### config.mk
export PLATFORM = sky130hd
export DESIGN_NAME = subpage_demux
export DESIGN_NICKNAME = d
export VERILOG_FILES = /design/src/rtl/demux_pkg.sv /design/src/rtl/demux_range_chk.sv /design/src/rtl/demux_cfg_fsm.sv /design/src/rtl/demux_slot_table.sv /design/src/rtl/demux_router.sv /design/src/rtl/subpage_demux.sv
export SDC_FILE = /design/constraint.sdc
export NUM_CORES = 1
export LEC_CHECK = 0
export BUFFER_PORTS_ARGS = -buffer_cell sky130_fd_sc_hd__buf_4
export CAP_MARGIN = 20
export CORE_AREA = 4 4 264 266
export DETAILED_ROUTE_END_ITERATION = 8
export DIE_AREA = 0 0 268 270
export PLACE_DENSITY = 0.3
export RECOVER_POWER = 100
export SLEW_MARGIN = 20
export SYNTH_ARGS = -nofsm -noshare
export SYNTH_HDL_FRONTEND = slang
export SYNTH_SLANG_ARGS = --single-unit
### constraint.sdc
create_clock -name clk -period 7.15 [get_ports clk]
set_input_delay 0.3575 -clock clk [delete_from_list [all_inputs] [get_ports clk]]
set_output_delay 0.3575 -clock clk [all_outputs]
set_load 0.005 [all_outputs]
### src/rtl/demux_pkg.sv
package demux_pkg;
    typedef enum logic [1:0] {
        CFG_IDLE   = 2'd0,
        CFG_ACCEPT = 2'd1,
        CFG_REJECT = 2'd2
    } cfg_state_e;

    localparam logic [1:0] SZ_BYTE = 2'd0;
    localparam logic [1:0] SZ_HALF = 2'd1;
    localparam logic [1:0] SZ_WORD = 2'd2;
endpackage

### src/rtl/demux_range_chk.sv
module demux_range_chk #(
    parameter int PAGE_BITS = 12,
    parameter int SLOT_BITS = 8,
    localparam int IDX_W    = PAGE_BITS - SLOT_BITS
) (
    input  logic [PAGE_BITS:0] offset,
    input  logic [PAGE_BITS:0] len,
    output logic               ok,
    output logic [IDX_W-1:0]   first_idx,
    output logic [IDX_W-1:0]   last_idx
);
    localparam int SUM_W = PAGE_BITS + 2;
    localparam logic [SUM_W-1:0] PAGE_SIZE = SUM_W'(1) << PAGE_BITS;

    logic [SUM_W-1:0] end_excl;
    logic [SUM_W-1:0] end_incl;

    always_comb begin
        end_excl  = SUM_W'(offset) + SUM_W'(len);
        end_incl  = end_excl - SUM_W'(1);
        ok        = (len != '0) && (end_excl <= PAGE_SIZE);
        first_idx = IDX_W'(offset >> SLOT_BITS);
        last_idx  = IDX_W'(end_incl >> SLOT_BITS);
    end
endmodule

### src/rtl/demux_cfg_fsm.sv
module demux_cfg_fsm
    import demux_pkg::*;
(
    input  logic clk,
    input  logic rst_n,
    input  logic cfg_valid,
    input  logic cfg_ok,
    output logic cfg_ack,
    output logic cfg_err
);
    cfg_state_e state_q, state_d;

    always_ff @(posedge clk) begin
        if (!rst_n) state_q <= CFG_IDLE;
        else        state_q <= state_d;
    end

    always_comb begin
        state_d = CFG_IDLE;
        unique case (state_q)
            CFG_IDLE, CFG_ACCEPT, CFG_REJECT: begin
                if (cfg_valid) state_d = cfg_ok ? CFG_ACCEPT : CFG_REJECT;
                else           state_d = CFG_IDLE;
            end
            default: state_d = CFG_IDLE;
        endcase
    end

    always_comb begin
        cfg_ack = 1'b0;
        cfg_err = 1'b0;
        unique case (state_q)
            CFG_IDLE:   ;
            CFG_ACCEPT: cfg_ack = 1'b1;
            CFG_REJECT: cfg_err = 1'b1;
            default:    ;
        endcase
    end

    AST_ACK_AFTER_GOOD: assert property (@(posedge clk) disable iff (!rst_n)
        cfg_valid && cfg_ok |=> cfg_ack);
    AST_ERR_AFTER_BAD: assert property (@(posedge clk) disable iff (!rst_n)
        cfg_valid && !cfg_ok |=> cfg_err);
    AST_QUIET_AFTER_IDLE: assert property (@(posedge clk) disable iff (!rst_n)
        !cfg_valid |=> !cfg_ack && !cfg_err);
endmodule

### src/rtl/demux_slot_table.sv
module demux_slot_table #(
    parameter int IDX_W = 4,
    parameter int TGT_W = 4,
    localparam int NUM_SLOTS = 1 << IDX_W
) (
    input  logic             clk,
    input  logic             rst_n,
    input  logic             wr_en,
    input  logic [IDX_W-1:0] first_idx,
    input  logic [IDX_W-1:0] last_idx,
    input  logic [TGT_W-1:0] wr_tgt,
    input  logic [IDX_W-1:0] rd_idx,
    output logic [TGT_W-1:0] rd_tgt
);
    logic [TGT_W-1:0] slot_q [NUM_SLOTS];

    for (genvar s = 0; s < NUM_SLOTS; s++) begin : g_slot
        logic covered;
        assign covered = (IDX_W'(s) >= first_idx) && (IDX_W'(s) <= last_idx);

        always_ff @(posedge clk) begin
            if (!rst_n)                 slot_q[s] <= '0;
            else if (wr_en && covered)  slot_q[s] <= wr_tgt;
        end

        AST_SLOT_WRITTEN: assert property (@(posedge clk) disable iff (!rst_n)
            wr_en && (IDX_W'(s) >= first_idx) && (IDX_W'(s) <= last_idx)
            |=> slot_q[s] == $past(wr_tgt));
        AST_SLOT_OUTSIDE_KEPT: assert property (@(posedge clk) disable iff (!rst_n)
            wr_en && ((IDX_W'(s) < first_idx) || (IDX_W'(s) > last_idx))
            |=> $stable(slot_q[s]));
        AST_SLOT_NO_WRITE_KEPT: assert property (@(posedge clk) disable iff (!rst_n)
            !wr_en |=> $stable(slot_q[s]));
    end

    assign rd_tgt = slot_q[rd_idx];
endmodule

### src/rtl/demux_router.sv
module demux_router #(
    parameter int ADDR_W    = 32,
    parameter int DATA_W    = 32,
    parameter int PAGE_BITS = 12,
    parameter int SLOT_BITS = 8,
    parameter int TGT_W     = 4,
    parameter logic [ADDR_W-1:0] PAGE_BASE = '0,
    localparam int IDX_W    = PAGE_BITS - SLOT_BITS,
    localparam int NUM_EXT  = (1 << TGT_W) - 1
) (
    input  logic                     clk,
    input  logic                     rst_n,
    input  logic                     acc_valid,
    input  logic [ADDR_W-1:0]        acc_addr,
    output logic [IDX_W-1:0]         slot_idx,
    output logic [PAGE_BITS-1:0]     page_off,
    input  logic [TGT_W-1:0]         owner,
    output logic [NUM_EXT-1:0]       tgt_sel,
    input  logic [NUM_EXT*DATA_W-1:0] tgt_rdata,
    output logic [DATA_W-1:0]        acc_rdata,
    output logic                     acc_unmapped
);
    assign page_off = PAGE_BITS'(acc_addr - PAGE_BASE);
    assign slot_idx = IDX_W'(page_off >> SLOT_BITS);

    for (genvar t = 1; t <= NUM_EXT; t++) begin : g_sel
        assign tgt_sel[t-1] = acc_valid && (owner == TGT_W'(t));
    end

    always_comb begin
        acc_rdata = '0;
        for (int t = 0; t < NUM_EXT; t++) begin
            if (tgt_sel[t]) acc_rdata = acc_rdata | tgt_rdata[t*DATA_W +: DATA_W];
        end
    end

    assign acc_unmapped = acc_valid && (owner == '0);

    AST_SEL_ONEHOT: assert property (@(posedge clk) disable iff (!rst_n)
        $onehot0(tgt_sel));
    AST_UNMAPPED_SILENT: assert property (@(posedge clk) disable iff (!rst_n)
        acc_unmapped |-> (tgt_sel == '0) && (acc_rdata == '0));
    AST_NO_SEL_IDLE: assert property (@(posedge clk) disable iff (!rst_n)
        !acc_valid |-> (tgt_sel == '0) && !acc_unmapped);
endmodule

### src/rtl/subpage_demux.sv
module subpage_demux #(
    parameter int ADDR_W    = 32,
    parameter int DATA_W    = 32,
    parameter int PAGE_BITS = 12,
    parameter int SLOT_BITS = 8,
    parameter int TGT_W     = 4,
    parameter logic [ADDR_W-1:0] PAGE_BASE = 32'hEF60_0000,
    localparam int IDX_W    = PAGE_BITS - SLOT_BITS,
    localparam int NUM_EXT  = (1 << TGT_W) - 1
) (
    input  logic                      clk,
    input  logic                      rst_n,
    input  logic                      cfg_valid,
    input  logic [PAGE_BITS:0]        cfg_offset,
    input  logic [PAGE_BITS:0]        cfg_len,
    input  logic [TGT_W-1:0]          cfg_tgt,
    output logic                      cfg_ack,
    output logic                      cfg_err,
    input  logic                      acc_valid,
    input  logic                      acc_we,
    input  logic [1:0]                acc_size,
    input  logic [ADDR_W-1:0]         acc_addr,
    input  logic [DATA_W-1:0]         acc_wdata,
    output logic [DATA_W-1:0]         acc_rdata,
    output logic                      acc_unmapped,
    output logic [NUM_EXT-1:0]        tgt_sel,
    output logic                      tgt_we,
    output logic [1:0]                tgt_size,
    output logic [PAGE_BITS-1:0]      tgt_addr,
    output logic [DATA_W-1:0]         tgt_wdata,
    input  logic [NUM_EXT*DATA_W-1:0] tgt_rdata
);
    logic             range_ok;
    logic [IDX_W-1:0] first_idx, last_idx, slot_idx;
    logic [TGT_W-1:0] owner;

    demux_range_chk #(.PAGE_BITS(PAGE_BITS), .SLOT_BITS(SLOT_BITS)) u_chk (
        .offset(cfg_offset), .len(cfg_len), .ok(range_ok),
        .first_idx(first_idx), .last_idx(last_idx)
    );

    demux_cfg_fsm u_fsm (
        .clk(clk), .rst_n(rst_n), .cfg_valid(cfg_valid), .cfg_ok(range_ok),
        .cfg_ack(cfg_ack), .cfg_err(cfg_err)
    );

    demux_slot_table #(.IDX_W(IDX_W), .TGT_W(TGT_W)) u_tab (
        .clk(clk), .rst_n(rst_n), .wr_en(cfg_valid && range_ok),
        .first_idx(first_idx), .last_idx(last_idx), .wr_tgt(cfg_tgt),
        .rd_idx(slot_idx), .rd_tgt(owner)
    );

    demux_router #(
        .ADDR_W(ADDR_W), .DATA_W(DATA_W), .PAGE_BITS(PAGE_BITS),
        .SLOT_BITS(SLOT_BITS), .TGT_W(TGT_W), .PAGE_BASE(PAGE_BASE)
    ) u_rt (
        .clk(clk), .rst_n(rst_n), .acc_valid(acc_valid), .acc_addr(acc_addr),
        .slot_idx(slot_idx), .page_off(tgt_addr), .owner(owner),
        .tgt_sel(tgt_sel), .tgt_rdata(tgt_rdata), .acc_rdata(acc_rdata),
        .acc_unmapped(acc_unmapped)
    );

    assign tgt_we    = acc_we;
    assign tgt_size  = acc_size;
    assign tgt_wdata = acc_wdata;

    AST_ACK_ERR_EXCL: assert property (@(posedge clk) disable iff (!rst_n)
        !(cfg_ack && cfg_err));
endmodule

### Word-level counts from Yosys, hierarchy flattened

Memory sizes are Yosys's and may differ from the RTL's.
Index checks and enable logic that the tools add are counted.

| operators by class | value |
|---|---|
| add/subtract/negate cells | 3 |
| multipliers | 0 |
| divide/modulo/power cells | 0 |
| magnitude comparators | 33 |
| equal/unequal tests | 17 |
| shift operators | 0 |
| mux-type cells | 83 |
| bitwise operators | 30 |
| reductions and logical operators | 55 |

Operator list:

| kind | count |
|---|---|
| 32-bit 2-to-1 mux | 15 |
| 32-bit bitwise OR | 14 |
| 4-bit 2-to-1 mux | 16 |
| 1-bit 2-to-1 mux | 51 |
| 1-bit logical AND | 50 |
| 4-bit equality test (second input constant) | 8 |
| 4-bit greater-or-equal comparator (first input constant) | 8 |
| 4-bit <= comparator (first input constant) | 8 |
| 12-bit by 1-bit subtractor with 12-bit output (second input constant) | 2 |
| 4-bit by 3-bit equality test with 1-bit output (second input constant) | 4 |
| 3-bit by 4-bit greater-or-equal comparator with 1-bit output (first input constant) | 4 |
| 3-bit by 4-bit <= comparator with 1-bit output (first input constant) | 4 |
| 1-bit bitwise OR | 16 |
| 13-bit by 13-bit adder with 14-bit output | 1 |
| 14-bit by 13-bit <= comparator with 1-bit output (second input constant) | 1 |
| 13-bit nonzero test | 1 |
| 4-bit by 2-bit equality test with 1-bit output (second input constant) | 2 |
| 1-bit by 4-bit greater-or-equal comparator with 1-bit output (first input constant) | 2 |
| 2-bit by 4-bit greater-or-equal comparator with 1-bit output (first input constant) | 2 |
| 1-bit by 4-bit <= comparator with 1-bit output (first input constant) | 2 |
| 2-bit by 4-bit <= comparator with 1-bit output (first input constant) | 2 |
| 4-bit by 1-bit equality test with 1-bit output (second input constant) | 1 |
| 4-bit logical NOT | 1 |
| 3-bit AND reduction | 1 |
| other kinds (5) | 5 |

| word-level totals | value |
|---|---|
| register bits | 2 |
| bits in latches | 0 |
| bits in writable memories | 64 |
| ROM bits | 0 |
| input bits | 581 |
| output and inout port bits | 97 |
| word-level logic and storage cells | 223 |
| memories kept | 1 |

Memory list:

| memory | words | bits a word | read ports | clocked after Yosys merged registers in | wr ports | RTL line | source |
|---|---|---|---|---|---|---|---|
| u_tab.slot_q | 16 | 4 | 1 | 0 | 16 | demux_slot_table.sv:15 | `logic [TGT_W-1:0] slot_q [NUM_SLOTS];` |

### Logic depth before layout (Yosys ltp)

An unclocked memory read counts as a cell.

| logic depth | value |
|---|---|
| depth in word-level cells | 33 |
| mapped depth | 12 |

### Cells and area by module

A second synthesis with hierarchy kept.

| unflattened totals | value |
|---|---|
| cells, all modules | 922 |
| area total of the unflattened synthesis | 8296.7 um2 |

By module, submodules not included:

| module | times used | cells each | area an instance (um2) | sequential area each (um2) |
|---|---|---|---|---|
| demux_router | 1 | 529 | 3990.1 | 0.0 |
| demux_slot_table | 1 | 242 | 3143.0 | 1921.8 |
| demux_range_chk | 1 | 108 | 814.5 | 0.0 |
| subpage_demux | 1 | 36 | 269.0 | 0.0 |
| demux_cfg_fsm | 1 | 7 | 80.1 | 40.0 |

### Least setup slack after synthesis

No wires, ideal clock.

| timing path | value |
|---|---|
| kind | input to register |
| start | input cfg_offset[0] |
| end | memory u_tab.slot_q[1][0], enable pin |
| setup time | 0.310 ns |
| arrival | 2.911 ns |
| data required time | 6.840 ns |
| path slack | 3.929 ns |
| stages on the path | 10 |
| buffers on the path | 0 |
| path through | ha_1 > fa_1 > a211oi_2 > o31ai_2 > o311a_1 > nor3_2 > o21ai_2 > o21ai_4 > o2111ai_1 > nand2_1 |

RTL lines:

| item | RTL line | source |
|---|---|---|
| start, declared | subpage_demux.sv:14 | `input logic [PAGE_BITS:0] cfg_offset,` |
| end, declared | demux_slot_table.sv:15 |  |

### Final worst setup path

| timing path | value |
|---|---|
| start | input acc_addr[8] |
| end | output acc_rdata[6] |

| between the ends | value |
|---|---|
| longest elaborated chain between the ends | 33 |

Ends and longest elaborated chain:

| item | RTL line | source |
|---|---|---|
| start, declared | subpage_demux.sv:22 | `input logic [ADDR_W-1:0] acc_addr,` |
| 12-bit by 1-bit subtractor with 12-bit output (*) | demux_router.sv:23 | `assign page_off = PAGE_BITS'(acc_addr - PAGE_BASE);` |
| memory 16 x 4 bit (*) | n/a |  |
| 4-bit by 1-bit equality test with 1-bit output | demux_router.sv:27 | `assign tgt_sel[t-1] = acc_valid && (owner == TGT_W'(t));` |
| 1-bit logical AND | demux_router.sv:27 |  |
| 32-bit 2-to-1 mux | demux_router.sv:33 | `if (tgt_sel[t]) acc_rdata = acc_rdata \| tgt_rdata[t*DATA_W +: DATA_W];` |
| 32-bit bitwise OR | demux_router.sv:33 |  |
| 32-bit 2-to-1 mux | demux_router.sv:33 |  |
| 32-bit bitwise OR | demux_router.sv:33 |  |
| [17 not listed] | n/a |  |
| 32-bit bitwise OR | demux_router.sv:33 |  |
| 32-bit 2-to-1 mux | demux_router.sv:33 |  |
| 32-bit bitwise OR | demux_router.sv:33 |  |
| 32-bit 2-to-1 mux | demux_router.sv:33 |  |
| 32-bit bitwise OR | demux_router.sv:33 |  |
| 32-bit 2-to-1 mux | demux_router.sv:33 |  |
| 32-bit bitwise OR | demux_router.sv:33 |  |
| 32-bit 2-to-1 mux (*) | demux_router.sv:33 |  |
| end, declared | subpage_demux.sv:24 | `output logic [DATA_W-1:0] acc_rdata,` |

Every way passes the cells marked *; elsewhere a longest branch is shown, timed or not.

==> impl_results.md <==
- Status: finished clean
- Synthesis-to-layout area growth: 65.3%
- Die Wd: 268 um
- Cts bufs inserted: 9
- RR Startpoint: u_fsm.state_q[0]
- Post-Syn Area per Cell: 7.72 um^2
- Clock Path Buffers: 2
- DRC viols: 0
- Synth Warn #: 0
- Startpoint types: input port
- Post-synth EDFFs: 64
- CP startpoint: acc_addr[8]
- # H-tree levels: 3
- Ys async rst share: 0%
- Slowest-stage cell, CP: clkbuf_1
- Crit. End Element: primary output
- Final Cell Area: 12,900 um^2
- Seq/Total Area, Yosys: 25.1%
- Die area: 72,400 um^2
- RSZ-0062 raised after global routing: no
- Final Power: 1.82 mW
- Largest net degree at the start of global routing: 53
- Setup slack, reg-to-reg: 6.39 ns
- GPL Wtd Cong: 0.868
- Tmin final: 5.34 ns
- Hold Startpoint: cfg_valid
- Worst slack, placed: 2.55 ns
- Slew Viols, Final: 0
- Port Buffers: 571
- Critical path data required time: 6.79 ns
- Avg WL per Cell: 27.8 um
- Hold Vio Cnt, Final: 0
- Crit path depth: 11
- Clock latency on the worst-skew pair: 0.33 ns
- Initial antenna violation count: 28
- Maxcap violations: 0
- Least-Margin Pin Slew: 1.35 ns
- DRT iter0 DRCs: 773
- Io pins: 678
- Aggregate negative setup slack: 0 ns
- Worst path cell trace: clkbuf_1 > mux4_2 > o22a_1 > o221ai_4 > buf_4 > buf_4 > nand2_1 > a2111oi_0 > a2111oi_0 > nand4_1 > buf_4
- Final setup vio count: 0
- RR Endpoint: u_fsm.state_q[0]
- Placed cell areas: 12,700 um^2
- Crit path top cell by count: buf_4
- # clock sinks: 66
- R2R depth: 2
- PD cells: 141 nW/um^2
- FP Rows: 95
- CP endpoint: acc_rdata[6]
- CP max FO: 52
- Post-CTS Setup Inserts: 0
- Final non-filler cell total: 2,387
- Share of cells above drive strength 1: 40.9%
- Nets: 2,087
- Largest stage delay on the critical path: 0.95 ns
- Synthesized cell area: 7810 um^2
- Root buffer selected by CTS: clkbuf_16
- Post-DP HPWL: 56,800 um
- Post-CTS Resized: 0
- Mapped Nets: 1,607
- Total track usage: 17.1%
- Vias in the first global route: 10,600
- Core box area: 67,000 um^2
- VDD IR max: 0.000109 V
- DR pass1 iterations: 5
- Synth Register Bits: 66
- Worst rel slew slack: 10.3%
- Hold Path Class: input port to flop
- Final setup margin: 1.81 ns
- Crit share post-route: 74.7%
- Top_reg_cell synth: edfxtp_1
- Inst Count DP: 2,354
- Buf/Inv on CP: 4
- Initial core utilization: 11.7%
- Routed Antenna Nets: 0
- Cell family with the largest share of critical-path delay: buffers and inverters
- Clock Skew: 0.0000883 ns
- Cell variety after synth: 76
- Clock slew at reported path FFs: 0.06 ns
- Vias/cell: 4.34
- Grt ovf: 0
- Commonest non-fill, non-tap cell in the layout: buf_4
- CP Class: input port to primary output
- Die Ht: 270 um
- CP arrival: 4.99 ns
- Cells after synthesis: 1,012
- CTS tree: done
- Commonest cells after routing, fill and taps aside: buf_4, nand2_1, nor2_1
- DR vias: 10,400
- Fmax: 187 MHz
- Static leakage: 5.45 nW
- Post-CTS Hold Fix Bufs: 0
- Drt total wl: 66,300 um
- First-pass GRT wire length: 88,000 um
synthesized netlist by cell type, types with 7 or more instances:
library cell,count,area (um^2)
nor3_1,7,35.0
o21ai_0,9,45.0
nand4_1,37,231
buf_2,26,130
clkbuf_1,33,124
o2bb2ai_1,30,263
mux2i_1,35,350
buf_4,50,375
a22oi_1,69,518
ha_1,13,163
nand3_1,13,65.1
edfxtp_1,64,1920
buf_1,7,26.3
mux4_2,16,360
a21oi_1,68,340
nor2_1,90,338
a211oi_1,30,225
nand2_1,260,976
a221oi_1,33,289
how the worst min path moves through the flow:
| stage | endpoint | depth (start not counted) | slack, ns |
|---|---|---|---|
| 4_1_cts | u_fsm.state_q[1] | 3 | 0.29 |
| 2_1_floorplan | u_fsm.state_q[1] | 2 | 0.50 |
| 3_5_place_dp | u_fsm.state_q[1] | 3 | 0.58 |
| 3_3_place_gp | u_fsm.state_q[1] | 3 | 0.57 |
| 5_1_grt | u_fsm.state_q[1] | 3 | 0.31 |
| 6_report | u_fsm.state_q[1] | 3 | 0.30 |
metrics by stage:
step	util (%)	hold slack (ns)
global route	19.3	0.305
global placement	19.0	0.569
detailed placement	19.0	0.581
CTS	19.5	0.292
finish	19.3	0.298
floorplan	-	0.502
logic make-up (layout without fill, tap and decap cells):
logic type | after synthesis | in the layout | synth area share [%]
AND/OR/NAND/NOR | 454 | 454 | 25.2
adder cells (fa/ha/maj) | 14 | 14 | 2.34
XOR/XNOR | 5 | 5 | 0.560
buffers and inverters | 123 | 608 | 8.92
multiplexers | 52 | 52 | 9.38
other | 0 | 17 | 0
flip-flops | 66 | 66 | 25.1
AO/OA/AOI/OAI | 298 | 298 | 28.5
routing by layer:
metal,GRT usage [%],wire (um)
met1,20.7,26600
met2,29.4,32500
met3,5.07,5860
met4,4.85,1310
met5,0,38
report_power, final:
part           leakage [nW]  switching (mW)  total [mW]  internal, mW
Clock                 0.153           0.166       0.471         0.304
Sequential            0.628         0.00945       0.462         0.452
Combinational          4.67           0.498       0.890         0.392
Total                  5.45           0.674        1.82          1.15
state kept, by name, summed over array words and instances, names as in the netlist:
name,count
u_fsm.state_q,2
u_tab.slot_q,64
cell type report:
cell class	count	area (um^2)
clock buffer	9	225
inverter	5	18.8
sequential	66	1960
antenna	17	42.5
timing repair buffer	587	4290
tap	873	1090
clock inverter	7	93.8
multi-input combinational	823	5190
fill	7689	54100
worst reg2reg max path, delay by kind of cell (launching register included):
family | cells | cell delay, ns
DFF | 1 | 0.37
and+or+nand+nor | 2 | 0.28
Power figures use the tool's default switching activity.
